`src/rtl/cfg_replay_pkg.sv`:
```
// Shared definitions for the power-on register script loader.
// Assumes fixed 32-bit script entries: register number above, value below.
package cfg_replay_pkg;
    localparam int REG_W   = 16;
    localparam int VAL_W   = 16;
    localparam int ENTRY_W = REG_W + VAL_W;
    localparam logic [ENTRY_W-1:0] TERMINATOR = '1;

    typedef enum logic [2:0] {
        S_IDLE,
        S_FETCH,
        S_WAIT,
        S_ISSUE,
        S_DONE
    } seq_state_t;

    typedef struct packed {
        logic [REG_W-1:0] addr;
        logic [VAL_W-1:0] data;
    } reg_wr_t;
endpackage

```
`src/rtl/nvm_read_tracker.sv`:
```
// Tracks reads in flight to a memory with a fixed read latency.
// Raises rd_valid in the cycle that is RD_LAT cycles after a strobe.
// Assumes the memory returns one word per strobe, in order.
module nvm_read_tracker #(
    parameter int RD_LAT = 2
) (
    input  logic clk,
    input  logic rst_n,
    input  logic rd_en,
    output logic rd_valid
);
    logic [RD_LAT-1:0] pipe;

    generate
        if (RD_LAT == 1) begin : g_lat1
            // Single stage: valid one cycle after the strobe.
            always_ff @(posedge clk) begin
                if (!rst_n) pipe <= '0;
                else        pipe <= rd_en;
            end
        end else begin : g_latn
            // Shift the strobe through RD_LAT stages.
            always_ff @(posedge clk) begin
                if (!rst_n) pipe <= '0;
                else        pipe <= {pipe[RD_LAT-2:0], rd_en};
            end
        end
    endgenerate

    assign rd_valid = pipe[RD_LAT-1];

    // a new strobe only when nothing is in flight.
    a_r6_one_outstanding: assert property (@(posedge clk) disable iff (!rst_n)
        rd_en |-> (pipe == '0));
endmodule

```
`src/rtl/script_sequencer.sv`:
```
// Walks the script memory from word 0.
// Each entry is turned into one register write; a terminator word or the
// entry count ends the script, after which done is held until reset.
// Assumes rd_valid marks the single cycle in which rd_data is the answer.
module script_sequencer
    import cfg_replay_pkg::*;
#(
    parameter int ADDR_W = 6
) (
    input  logic               clk,
    input  logic               rst_n,
    input  logic [ADDR_W:0]    script_count,
    output logic               rd_en,
    output logic [ADDR_W-1:0]  rd_addr,
    input  logic               rd_valid,
    input  logic [ENTRY_W-1:0] rd_data,
    output logic               wr_en,
    output logic [REG_W-1:0]   wr_addr,
    output logic [VAL_W-1:0]   wr_data,
    input  logic               wr_ready,
    output logic               done
);
    seq_state_t      state;
    logic [ADDR_W:0] idx;
    reg_wr_t         entry;
    logic            more;

    assign more = (idx < script_count);

    // State, entry index and held entry.
    always_ff @(posedge clk) begin
        if (!rst_n) begin
            state <= S_IDLE;
            idx   <= '0;
            entry <= '0;
        end else begin
            case (state)
                S_IDLE:  state <= S_FETCH;
                S_FETCH: state <= more ? S_WAIT : S_DONE;
                S_WAIT: begin
                    if (rd_valid) begin
                        if (rd_data == TERMINATOR) begin
                            state <= S_DONE;
                        end else begin
                            entry <= reg_wr_t'(rd_data);
                            state <= S_ISSUE;
                        end
                    end
                end
                S_ISSUE: begin
                    if (wr_ready) begin
                        idx   <= idx + 1'b1;
                        state <= S_FETCH;
                    end
                end
                default: state <= S_DONE;
            endcase
        end
    end

    // Outputs decoded from the state.
    always_comb begin
        rd_en   = (state == S_FETCH) && more;
        rd_addr = idx[ADDR_W-1:0];
        wr_en   = (state == S_ISSUE);
        wr_addr = entry.addr;
        wr_data = entry.data;
        done    = (state == S_DONE);
    end

    // a stalled write is held unchanged.
    a_r7_hold_until_ready: assert property (@(posedge clk) disable iff (!rst_n)
        (wr_en && !wr_ready) |=> (wr_en && $stable(wr_addr) && $stable(wr_data)));

    // completion is sticky.
    a_r11_done_sticky: assert property (@(posedge clk) disable iff (!rst_n)
        done |=> done);

    // a terminator ends the script with no write.
    a_r4_term_ends: assert property (@(posedge clk) disable iff (!rst_n)
        (state == S_WAIT && rd_valid && rd_data == TERMINATOR) |=> (done && !wr_en));
endmodule

```
`src/rtl/reg_bus_mux.sv`:
```
// Gives the register bus to the loader until loading is complete, then to
// the host. The host sees no ready while the loader owns the bus.
// Assumes host_sel changes only at a clean boundary (loader idle).
module reg_bus_mux
    import cfg_replay_pkg::*;
(
    input  logic             host_sel,
    input  logic             ldr_en,
    input  logic [REG_W-1:0] ldr_addr,
    input  logic [VAL_W-1:0] ldr_data,
    output logic             ldr_ready,
    input  logic             host_en,
    input  logic [REG_W-1:0] host_addr,
    input  logic [VAL_W-1:0] host_data,
    output logic             host_ready,
    output logic             bus_en,
    output logic [REG_W-1:0] bus_addr,
    output logic [VAL_W-1:0] bus_data,
    input  logic             bus_ready
);
    // Select the bus owner and route ready back to it.
    always_comb begin
        if (host_sel) begin
            bus_en   = host_en;
            bus_addr = host_addr;
            bus_data = host_data;
        end else begin
            bus_en   = ldr_en;
            bus_addr = ldr_addr;
            bus_data = ldr_data;
        end
        host_ready = host_sel & bus_ready;
        ldr_ready  = ~host_sel & bus_ready;
    end
endmodule

```
`src/rtl/cfg_replay_loader.sv`:
```
// Top of the power-on register script loader.
// Replays a stored list of register writes after every reset, then hands
// the register bus to the host.
// Assumes a script memory with RD_LAT cycles of read latency.
module cfg_replay_loader
    import cfg_replay_pkg::*;
#(
    parameter int ADDR_W = 6,
    parameter int RD_LAT = 2
) (
    input  logic               clk,
    input  logic               rst_n,
    input  logic [ADDR_W:0]    script_count,
    output logic               nvm_rd_en,
    output logic [ADDR_W-1:0]  nvm_rd_addr,
    input  logic [ENTRY_W-1:0] nvm_rd_data,
    input  logic               host_wr_en,
    input  logic [REG_W-1:0]   host_wr_addr,
    input  logic [VAL_W-1:0]   host_wr_data,
    output logic               host_wr_ready,
    output logic               reg_wr_en,
    output logic [REG_W-1:0]   reg_wr_addr,
    output logic [VAL_W-1:0]   reg_wr_data,
    input  logic               reg_wr_ready,
    output logic               load_done
);
    logic             rd_valid;
    logic             ldr_en;
    logic [REG_W-1:0] ldr_addr;
    logic [VAL_W-1:0] ldr_data;
    logic             ldr_ready;

    nvm_read_tracker #(.RD_LAT(RD_LAT)) u_trk (
        .clk      (clk),
        .rst_n    (rst_n),
        .rd_en    (nvm_rd_en),
        .rd_valid (rd_valid)
    );

    script_sequencer #(.ADDR_W(ADDR_W)) u_seq (
        .clk          (clk),
        .rst_n        (rst_n),
        .script_count (script_count),
        .rd_en        (nvm_rd_en),
        .rd_addr      (nvm_rd_addr),
        .rd_valid     (rd_valid),
        .rd_data      (nvm_rd_data),
        .wr_en        (ldr_en),
        .wr_addr      (ldr_addr),
        .wr_data      (ldr_data),
        .wr_ready     (ldr_ready),
        .done         (load_done)
    );

    reg_bus_mux u_mux (
        .host_sel   (load_done),
        .ldr_en     (ldr_en),
        .ldr_addr   (ldr_addr),
        .ldr_data   (ldr_data),
        .ldr_ready  (ldr_ready),
        .host_en    (host_wr_en),
        .host_addr  (host_wr_addr),
        .host_data  (host_wr_data),
        .host_ready (host_wr_ready),
        .bus_en     (reg_wr_en),
        .bus_addr   (reg_wr_addr),
        .bus_data   (reg_wr_data),
        .bus_ready  (reg_wr_ready)
    );

    // no script reads once loading has finished.
    a_r10_quiet_after_done: assert property (@(posedge clk) disable iff (!rst_n)
        load_done |-> !nvm_rd_en);
endmodule

```
`config.mk`:
```
export PLATFORM = sky130hd
export DESIGN_NAME = cfg_replay_loader
export DESIGN_NICKNAME = d
export VERILOG_FILES = /design/src/rtl/cfg_replay_pkg.sv /design/src/rtl/nvm_read_tracker.sv /design/src/rtl/script_sequencer.sv /design/src/rtl/reg_bus_mux.sv /design/src/rtl/cfg_replay_loader.sv
export SDC_FILE = /design/constraint.sdc
export NUM_CORES = 1
export LEC_CHECK = 0
export CORE_MARGIN = 1.5
export CORE_UTILIZATION = 43
export CTS_BUF_LIST = sky130_fd_sc_hd__clkbuf_8
export DETAILED_ROUTE_END_ITERATION = 12
export GPL_TIMING_DRIVEN = 0
export HOLD_SLACK_MARGIN = 0.06
export PLACE_DENSITY = 0.83
export SYNTH_ARGS = -nofsm -noshare
export SYNTH_HDL_FRONTEND = slang
export SYNTH_SLANG_ARGS = --single-unit
```
`constraint.sdc`:
```
create_clock -name clk -period 1.95 [get_ports clk]
set_input_delay 0.2925 -clock clk [delete_from_list [all_inputs] [get_ports clk]]
set_output_delay 0.2925 -clock clk [all_outputs]
set_load 0.01 [all_outputs]
```
==> results of run 1 <==
-- path summary, 6_finish.rpt --
check / from / to / slack [ns] / cells after the start
worst min-delay path: rst_n / u_seq.state[0] / 0.40 / 3
worst max-delay path: u_seq.state[0] / reg_wr_addr[15] / -0.003 / 6
worst max register to register: u_seq.state[0] / u_seq.wr_addr[12] / 0.14 / 6
worst min register to register: u_trk.pipe[0] / u_trk.pipe[1] / 0.44 / 1
-- registers in the layout, indices dropped and copies added (netlist names) --
register	cells
u_seq.wr_data	16
u_seq.state	3
u_seq.wr_addr	16
u_seq.idx	7
u_trk.pipe	2
-- placed cells by master (no fill, tap or decap), types with 5 or more instances in the layout --
master,synthesis,layout
clkbuf_8,0,5
nand2_1,76,74
buf_2,0,14
inv_1,9,7
buf_4,10,12
mux2_2,32,14
clkbuf_1,8,8
nand4_1,8,8
buf_6,3,25
mux2i_1,33,33
clkdlybuf4s50_1,0,75
a21oi_1,8,5
dfxtp_1,44,41
mux2_4,0,18
-- power by group --
group,leakage [uW],switching (uW),internal (uW),total (uW)
sequential,0.000357,33.4,941,974
clock,0.0000452,290,238,528
combinational,0.00135,226,305,531
-- critical path, delay by kind of cell (launching register included) --
family | cells | cell delay, ns
buf+inv | 4 | 0.53
flops | 1 | 0.35
mux | 1 | 0.31
simple gates | 1 | 0.18
-- cells by family after synthesis --
logic type                 after synthesis
and+or+nand+nor                        109
muxes                                   65
DFF                                     44
buffers and inverters                   30
AOI/OAI and AO/OA                       21
adders and majority gates                7
xor gates and xnor gates                 3
-- layout make-up --
cell class | instances | area [sq um]
clock inverter | 2 | 8.76
fill | 388 | 1390
multi-input combinational | 205 | 1640
inverter | 9 | 36.3
timing repair buffer | 130 | 1290
clock buffer | 5 | 68.8
buffer | 20 | 159
tap | 72 | 90.1
sequential | 44 | 890
-- synthesized netlist by cell type (2+ instances only) --
master,number
a21oi_1,8
and2_1,4
and2b_1,2
and3_1,2
buf_4,10
buf_6,3
clkbuf_1,8
dfxtp_1,44
ha_1,7
inv_1,9
mux2_2,32
mux2i_1,33
nand2_1,76
nand3_1,2
nand4_1,8
nor2_1,4
nor2b_1,2
nor4_2,2
o21ai_0,4
or3_1,2
xor2_1,2
-- per-stage QoR --
step	total power [uW]	hold slack, ns	setup WS, ns	instance area, sq um	util (%)
floorplan	1210	0.412	0.182	2520	-
global placement	1450	0.417	-0.685	3770	67.6
detailed placement	1470	0.422	-0.730	3770	67.6
CTS	2030	0.400	-0.110	4160	74.5
global route	2140	0.407	-0.0546	4180	75.1
finish	2030	0.404	-0.00313	4180	75.1
-- repair_timing --
item,CTS,global route
resized for setup,207,15
pin swaps,4,9
gates cloned,2,0
setup buffers,12,1
endpoints found under the setup margin,36,46
-- routing by layer --
layer  wire length [microns]  up-vias  GRT usage [%]
met5                       0        -              0
met4                      51        0           5.09
met3                     440        7           5.71
met2                    3640       86           41.6
met1                    3170     1182           28.9
li1                        -     1230              -
==> reports/qor.yml, run 1 <==
min_path_type: "input port to register"
routedWlPerCell_microns: 15.0
startpoint_type: "register"
vias: 2505
dieArea_sq_mm: 0.00634
cp_slowest_stage_delay_ns: 0.35
drt.antenna.violating_nets: 0
area_growth_syn_to_layout_pct: 65.7
synth_area_sq_mm: 0.00252
cts_inserted_buffers: 5
power_leakage_uw: 0.00175
gp_congestion: 0.874
power_density_mw_per_mm2: 486
yosys_warnings: 0
postSynthNetCount: 361
cts_max_level: 2
synth_area_leaders: "dfxtp_1 35%, mux2_2 14%, mux2i_1 13%"
synth_compound_area_share_pct: 5.75
detail_route.first_pass.iterations: 4
rows: 27
clkLatencyLatePin_ns: 0.29
slew_violations: 0
synthFlopType: "dfxtp_1"
drt_iter0_markers: 81
synthMuxAreaShare_pct: 27.4
fmax_ghz: 0.512
max-vdd-ir-drop_mv: 0.283
required_ns: 1.66
synth.distinct_cells: 36
grt_start_max_net_pins: 13
critPathMaxFanout: 5
antenna_cells: 0
synth-seq-cells: 44
rsz0062_at_grt: "true"
cts-hold-fix-buffers: 0
antenna_found_initial: 0
crit_chain: "nor3_4 -> buf_6 -> buf_12 -> buf_8 -> mux2_4 -> buf_6"
ys_seq_area_share_pct: 34.9
period_minus_slack_ns: 1.95
grt_usage_pct: 23.6
die_h_microns: 79.6
skew_ns: 0.00982
cts_buffer_depth: 2
synth_edf_count: 0
numPortBuffers: 115
cp.arrival_ns: 1.66
die_w_microns: 79.6
cts_root_buf: "clkbuf_8"
drv.max_cap_violation_count: 0
synth_simple_gate_area_share_pct: 20.7
crit_type: "register to output pin"
start_util_pct: 45.3
instances_no_fill: 487
synth_top_cell_by_area: "dfxtp_1"
drive_gt1_share_pct: 30.1
worst_pin_slew_ns: 0.504
finalHoldViolCount: 0
fin_crit_sh_pct: 100
wirelength_microns: 7300
setup_viol: 1
dp_hpwl_microns: 5060
cts.reportedPaths.clkPinSlew_ns: 0.08
avgSynthCellArea_sq_um: 9.05
grt-ovfl-total: 0
dp_cells: 466
cts_tree: "built"
synth_top_family_by_area: "multiplexers"
cts_sinks: 44
io-pin-count: 117
core_sq_mm: 0.00557
synth_xor_area_share_pct: 1.04
synthCells: 279
grt_pass1_wl_microns: 11700
remaining_drc_errors: 0
grt_pass1_vias: 2490
slew_headroom_pct: 66.4
layout.nets: 497
setup_ws_ns: -0.00313
end_kind: "output pin"
viasPerCell: 5.14
synth_adder_area_share_pct: 3.47
synth.top_cell.area_share_pct: 34.9
cpMostUsedCell: "buf_6"
status: "finished, violations left"
synth-async-reset-ratio_pct: 0
violations: "setup timing"
setup-tns-final_ns: -0.00313
cp_slowest_cell: "dfxtp_2"
Note: power is estimated with default switching activity, not from simulation.
==> inputs of run 2 (changes only) <==
==> constraint.sdc (replaced) <==
create_clock -name clk -period 2.2 [get_ports clk]
set_input_delay 0.33 -clock clk [delete_from_list [all_inputs] [get_ports clk]]
set_output_delay 0.33 -clock clk [all_outputs]
set_load 0.01 [all_outputs]
==> reports/qor.yml, run 2 (synthesis gave the netlist of run 1 again) <==
routedWlPerCell_microns: 13.8  # -8.0%
power_leakage_uw: 0.00165  # -5.5%
grt_pass1_wl_microns: 10700  # -8.9%
start_util_pct: 45.3  # unchanged
gp_congestion: 0.874  # unchanged
io-pin-count: 117  # unchanged
cts_buffer_depth: 2  # unchanged
power_density_mw_per_mm2: 450  # -7.3%
dpl_cell_area_sq_mm: 0.00377  # unchanged
cts-hold-fix-buffers: 0  # unchanged
multi_input_area_sq_mm: 0.00149  # -9.3%
cp_slowest_cell: "dfxtp_4"
slew_violations: 0  # unchanged
dieArea_sq_mm: 0.00634  # unchanged
cp_slowest_stage_delay_ns: 0.37  # +0.02 ns
wirelength_microns: 6590  # -9.7%
cts_inserted_buffers: 5  # unchanged
area_growth_syn_to_layout_pct: 54.0
clkLatencyLatePin_ns: 0.29  # about the same
status: "completed"
cts_max_level: 2  # unchanged
grt_usage_pct: 21.4  # -2.2 points
rows: 27  # unchanged
critPathMaxFanout: 10  # +5
antenna_found_initial: 0  # unchanged
cts_tree: "built"
min_path_type: "register to register"
fin_crit_sh_pct: 98.8
dp_hpwl_microns: 5060  # unchanged
skew_ns: 0.00794  # -0.00188 ns
vias: 2436  # -2.8%
cp.arrival_ns: 1.84  # +0.18 ns
final_cell_mix: "80 x clkdlybuf4s50_1, 76 x nand2_1, 43 x dfxtp_1"
crit_type: "register to output pin"
finalHoldViolCount: 0  # unchanged
numPortBuffers: 115  # unchanged
cpMostUsedCell: "buf_6"
seq_area_sq_um: 885  # -0.56%
drt_iter0_markers: 88  # +8.6%
slew_headroom_pct: 57.5  # -8.9 points
instances_no_fill: 478  # -1.8%
final_common_cell: "clkdlybuf4s50_1"
grt_start_max_net_pins: 13  # unchanged
die_h_microns: 79.6  # unchanged
setup_viol: 0  # -1
max-vdd-ir-drop_mv: 0.244  # -14%
remaining_drc_errors: 0  # unchanged
dp_cells: 466  # unchanged
drv.max_cap_violation_count: 0  # unchanged
required_ns: 1.87  # +0.21 ns
rsz0062_at_grt: "true"
die_w_microns: 79.6  # unchanged
drt.antenna.violating_nets: 0  # unchanged
period_minus_slack_ns: 2.17
cts_sinks: 44  # unchanged
end_kind: "output pin"
grt-ovfl-total: 0  # unchanged
detail_route.first_pass.iterations: 4  # unchanged
drive_gt1_share_pct: 16.5  # -14 points
startpoint_type: "register"
crit_family: "buffers and inverters"
crit_chain: "inv_2 -> nor3_4 -> buf_6 -> buf_6 -> mux2_2 -> dlygate4sd2_1"
finalInstanceArea_sq_mm: 0.00389  # -7.1%
viasPerCell: 5.10  # -0.92%
antenna_cells: 0  # unchanged
critPathBufInv: 4  # unchanged
fill_cells: 448  # +15%
core_sq_mm: 0.00557  # unchanged
cts_root_buf: "clkbuf_8"
fmax_ghz: 0.460
grt_pass1_vias: 2312  # -7.1%
layout.nets: 488  # -1.8%
worst_pin_slew_ns: 0.632  # +0.129 ns
cts.reportedPaths.clkPinSlew_ns: 0.07  # about the same
run 2: cell types whose count changed in the layout (fill, tap and decap cells not counted), sizes merged:
| cell | before | now |
|---|---|---|
| clkdlybuf4s15 | 1 | 10 |
| dlymetal6s2s | 3 | 0 |
| buf | 59 | 19 |
| dlygate4sd2 | 2 | 24 |
| clkbuf | 15 | 13 |
| clkdlybuf4s50 | 75 | 80 |
run 2: path summary, 6_finish.rpt:
kind              cells after the start           endpoint  slack, ns            from
setup / recovery                      6    reg_wr_data[12]       0.03  u_seq.state[2]
hold / removal                        1      u_trk.pipe[1]       0.44   u_trk.pipe[0]
setup reg to reg                      6  u_seq.wr_addr[12]       0.46  u_seq.state[0]
hold reg to reg                       1      u_trk.pipe[1]       0.44   u_trk.pipe[0]
run 2: layout make-up:
class / count / area share, %
inverters: 9 / 0.869
repair buffers: 120 / 29.8
multi-input cells: 205 / 38.2
plain buffers: 21 / 4.09
clock buffers: 5 / 1.77
clock inverters: 2 / 0.225
flip-flops and latches: 44 / 22.7
well taps: 72 / 2.32
run 2: worst register-to-register path, delay by kind of cell, from the launching register on:
family | cells | cell delay [ns]
AOI/OAI and AO/OA | 1 | 0.40
DFF | 1 | 0.30
muxes | 1 | 0.21
buffers and inverters | 2 | 0.41
and+or+nand+nor | 2 | 0.35
run 2: report_power, final:
group / switching [uW] / internal [uW]
Sequential: 29.0 / 828
Combinational: 182 / 249
Clock: 252 / 211
run 2: through the flow:
stage	power [uW]	hold slack [ns]	setup TNS, ns	utilization, %	setup WS (ns)
detailed placement	1300	0.422	-11.70	67.6	-0.555
CTS	1770	0.437	0	69.3	0.00382
global route	1850	0.454	-0.481	69.8	-0.0367
global placement	1290	0.417	-10.27	67.6	-0.510
finish	1750	0.440	0	69.8	0.0258
floorplan	1070	0.412	0	-	0.394
run 2: per-layer routing:
| layer | vias up | routed length [microns] | global-route usage, % |
|---|---|---|---|
| li1 | 1207 | - | - |
| met1 | 1123 | 2870 | 26.8 |
| met2 | 97 | 3120 | 35.8 |
| met3 | 9 | 528 | 6.17 |
| met4 | 0 | 75 | 5.44 |
| met5 | - | 0 | 0 |
run 2: repair_timing:
| action | in CTS | in global routing |
|---|---|---|
| gates resized for setup | 51 | 12 |
| cloned | 1 | 0 |
| setup endpoints to repair | 36 | 33 |
| pin swaps | 2 | 1 |
| setup buffers | 3 | 1 |
==> inputs of run 3 (changes only) <==
==> constraint.sdc (replaced) <==
create_clock -name clk -period 2.3 [get_ports clk]
set_input_delay 0.345 -clock clk [delete_from_list [all_inputs] [get_ports clk]]
set_output_delay 0.345 -clock clk [all_outputs]
set_load 0.01 [all_outputs]
==> reports/qor.yml, run 3 (synthesis gave the netlist of run 1 again) <==
worst_r2r_path_depth: 6  # unchanged
cts.reportedPaths.clkPinSlew_ns: 0.07  # about the same
antenna_found_initial: 0  # unchanged
dp_cells: 466  # unchanged
cts_buffer_depth: 2  # unchanged
setup_ws_ns: 0.0768  # +0.0510 ns
final_util_pct: 69.6  # -0.20 points
r2r_start: "u_seq.state[0]"
crit_type: "input port to output pin"
finalHoldViolCount: 0  # unchanged
max-vdd-ir-drop_mv: 0.233  # -4.4%
fin_crit_sh_pct: 96.7
drt_iter0_markers: 57  # -35%
area_growth_syn_to_layout_pct: 53.6
drive_gt1_share_pct: 16.5  # +0.041 points
startpoint_type: "input port"
routedWlPerCell_microns: 13.8  # about the same
worst_pin_slew_ns: 0.629  # -0.00366 ns
dp_hpwl_microns: 5060  # unchanged
p_sw_uw: 441  # -4.7%
grt_pass1_wl_microns: 10700  # +0.19%
wirelength_microns: 6580  # -0.14%
numPortBuffers: 115  # unchanged
finalPower_uw: 1680  # -4.2%
drv.max_cap_violation_count: 0  # unchanged
skew_ns: 0.00809  # +0.000147 ns
critPathMaxFanout: 2  # -8
remaining_drc_errors: 0  # unchanged
final_cell_mix: "80 x clkdlybuf4s50_1, 76 x nand2_1, 43 x dfxtp_1"
reg2reg_to: "u_seq.wr_addr[12]"
die_h_microns: 79.6  # unchanged
io-pin-count: 117  # unchanged
core_sq_mm: 0.00557  # unchanged
dp_slack_ns: -0.485  # +0.0700 ns
intPower_uw: 1240  # -4.1%
grt-ovfl-total: 0  # unchanged
drt.antenna.violating_nets: 0  # unchanged
seq_power_share_pct: 48.8  # about the same
layout.nets: 487  # -0.20%
p_sw_share_pct: 26.3  # -0.13 points
clock_power_share_pct: 26.5  # about the same
timing.hold.ws_ns: 0.438  # -0.00142 ns
final_common_cell: "clkdlybuf4s50_1"
grt_usage_pct: 21.4  # +0.024 points
cp.arrival_ns: 1.88  # +0.04 ns
cts_tree: "built"
grt_pass1_vias: 2325  # +0.56%
cts_sinks: 44  # unchanged
start_util_pct: 45.3  # unchanged
fmax_ghz: 0.450
reg2reg_slack_ns: 0.57  # +0.11 ns
min_path_type: "register to register"
power_density_mw_per_mm2: 432  # -4.0%
dieArea_sq_mm: 0.00634  # unchanged
period_minus_slack_ns: 2.22
setup_viol: 0  # unchanged
vias: 2406  # -1.2%
end_kind: "output pin"
detail_route.first_pass.iterations: 4  # unchanged
p_comb_share_pct: 24.7  # about the same
viasPerCell: 5.04  # -1.0%
instances_no_fill: 477  # -0.21%
cts_max_level: 2  # unchanged
cts_inserted_buffers: 5  # unchanged
worstSetupEndpoint: "nvm_rd_en"
slew_headroom_pct: 57.7  # +0.25 points
power_leakage_uw: 0.00170  # +2.7%
required_ns: 1.96  # +0.09 ns
cts-hold-fix-buffers: 0  # unchanged
rsz0062_at_grt: "false"
grt_start_max_net_pins: 13  # unchanged
rows: 27  # unchanged
gp_congestion: 0.874  # unchanged
die_w_microns: 79.6  # unchanged
clkLatencyLatePin_ns: 0.29  # about the same
antenna_cells: 0  # unchanged
status: "completed"
slew_violations: 0  # unchanged
critPathLaunch: "script_count[2]"
cts_root_buf: "clkbuf_8"
==> run 3: layout make-up <==
cell class	instances	area, sq um
fill	450	1700
clock buffer	5	68.8
tap	72	90.1
multi-input combinational	205	1490
buffer	21	154
sequential	44	885
clock inverter	2	8.76
inverter	9	33.8
timing repair buffer	119	1150
==> run 3: how the worst min path moves through the flow <==
| stage | from | endpoint | slack (ns) | cells after the start |
|---|---|---|---|---|
| after floorplan | u_trk.pipe[0] | u_trk.pipe[1] | 0.41 | 1 |
| final | u_trk.pipe[0] | u_trk.pipe[1] | 0.44 | 1 |
| after global placement | u_trk.pipe[0] | u_trk.pipe[1] | 0.42 | 1 |
| after detailed placement | u_trk.pipe[0] | u_trk.pipe[1] | 0.42 | 1 |
| after global routing | u_trk.pipe[0] | u_trk.pipe[1] | 0.46 | 1 |
| after CTS | u_trk.pipe[0] | u_trk.pipe[1] | 0.44 | 1 |
==> run 3: metrics by stage <==
stage | area [sq um] | setup TNS [ns]
after floorplan | 2520 | 0
after global placement | 3770 | -7.36
after detailed placement | 3770 | -8.65
after CTS | 3870 | 0
after global routing | 3880 | 0
final | 3880 | 0
==> run 3: repair_timing <==
action / CTS / global route
pin swaps: 2 / 1
setup endpoints to repair: 36 / 30
gates resized for setup: 47 / 5
cloned: 1 / 0
setup buffers: 3 / 0
==> run 3: critical path, stage by stage <==
cell	delay [ns]
clkdlybuf4s50_1	0.45
inv_1	0.04
ha_1	0.31
a21oi_2	0.14
o21ai_2	0.09
a211oi_2	0.23
clkdlybuf4s15_2	0.26
==> run 3: power by group through the flow <==
stage	sequential (uW)	clock [uW]	combinational, uW
final	819	444	414
after global routing	822	499	448
after CTS	819	460	414
after detailed placement	835	0	410
after global placement	834	0	399
after floorplan	829	0	194
==> run 3: per-layer routing <==
layer / wire length (microns) / vias up / GRT usage, % / share of wire (%)
met5: 0 / - / 0 / 0
met4: 73 / 0 / 5.44 / 1.1
met3: 466 / 9 / 6.17 / 7.1
met2: 3100 / 79 / 36.1 / 47
met1: 2940 / 1114 / 26.6 / 45
li1: - / 1204 / - / -
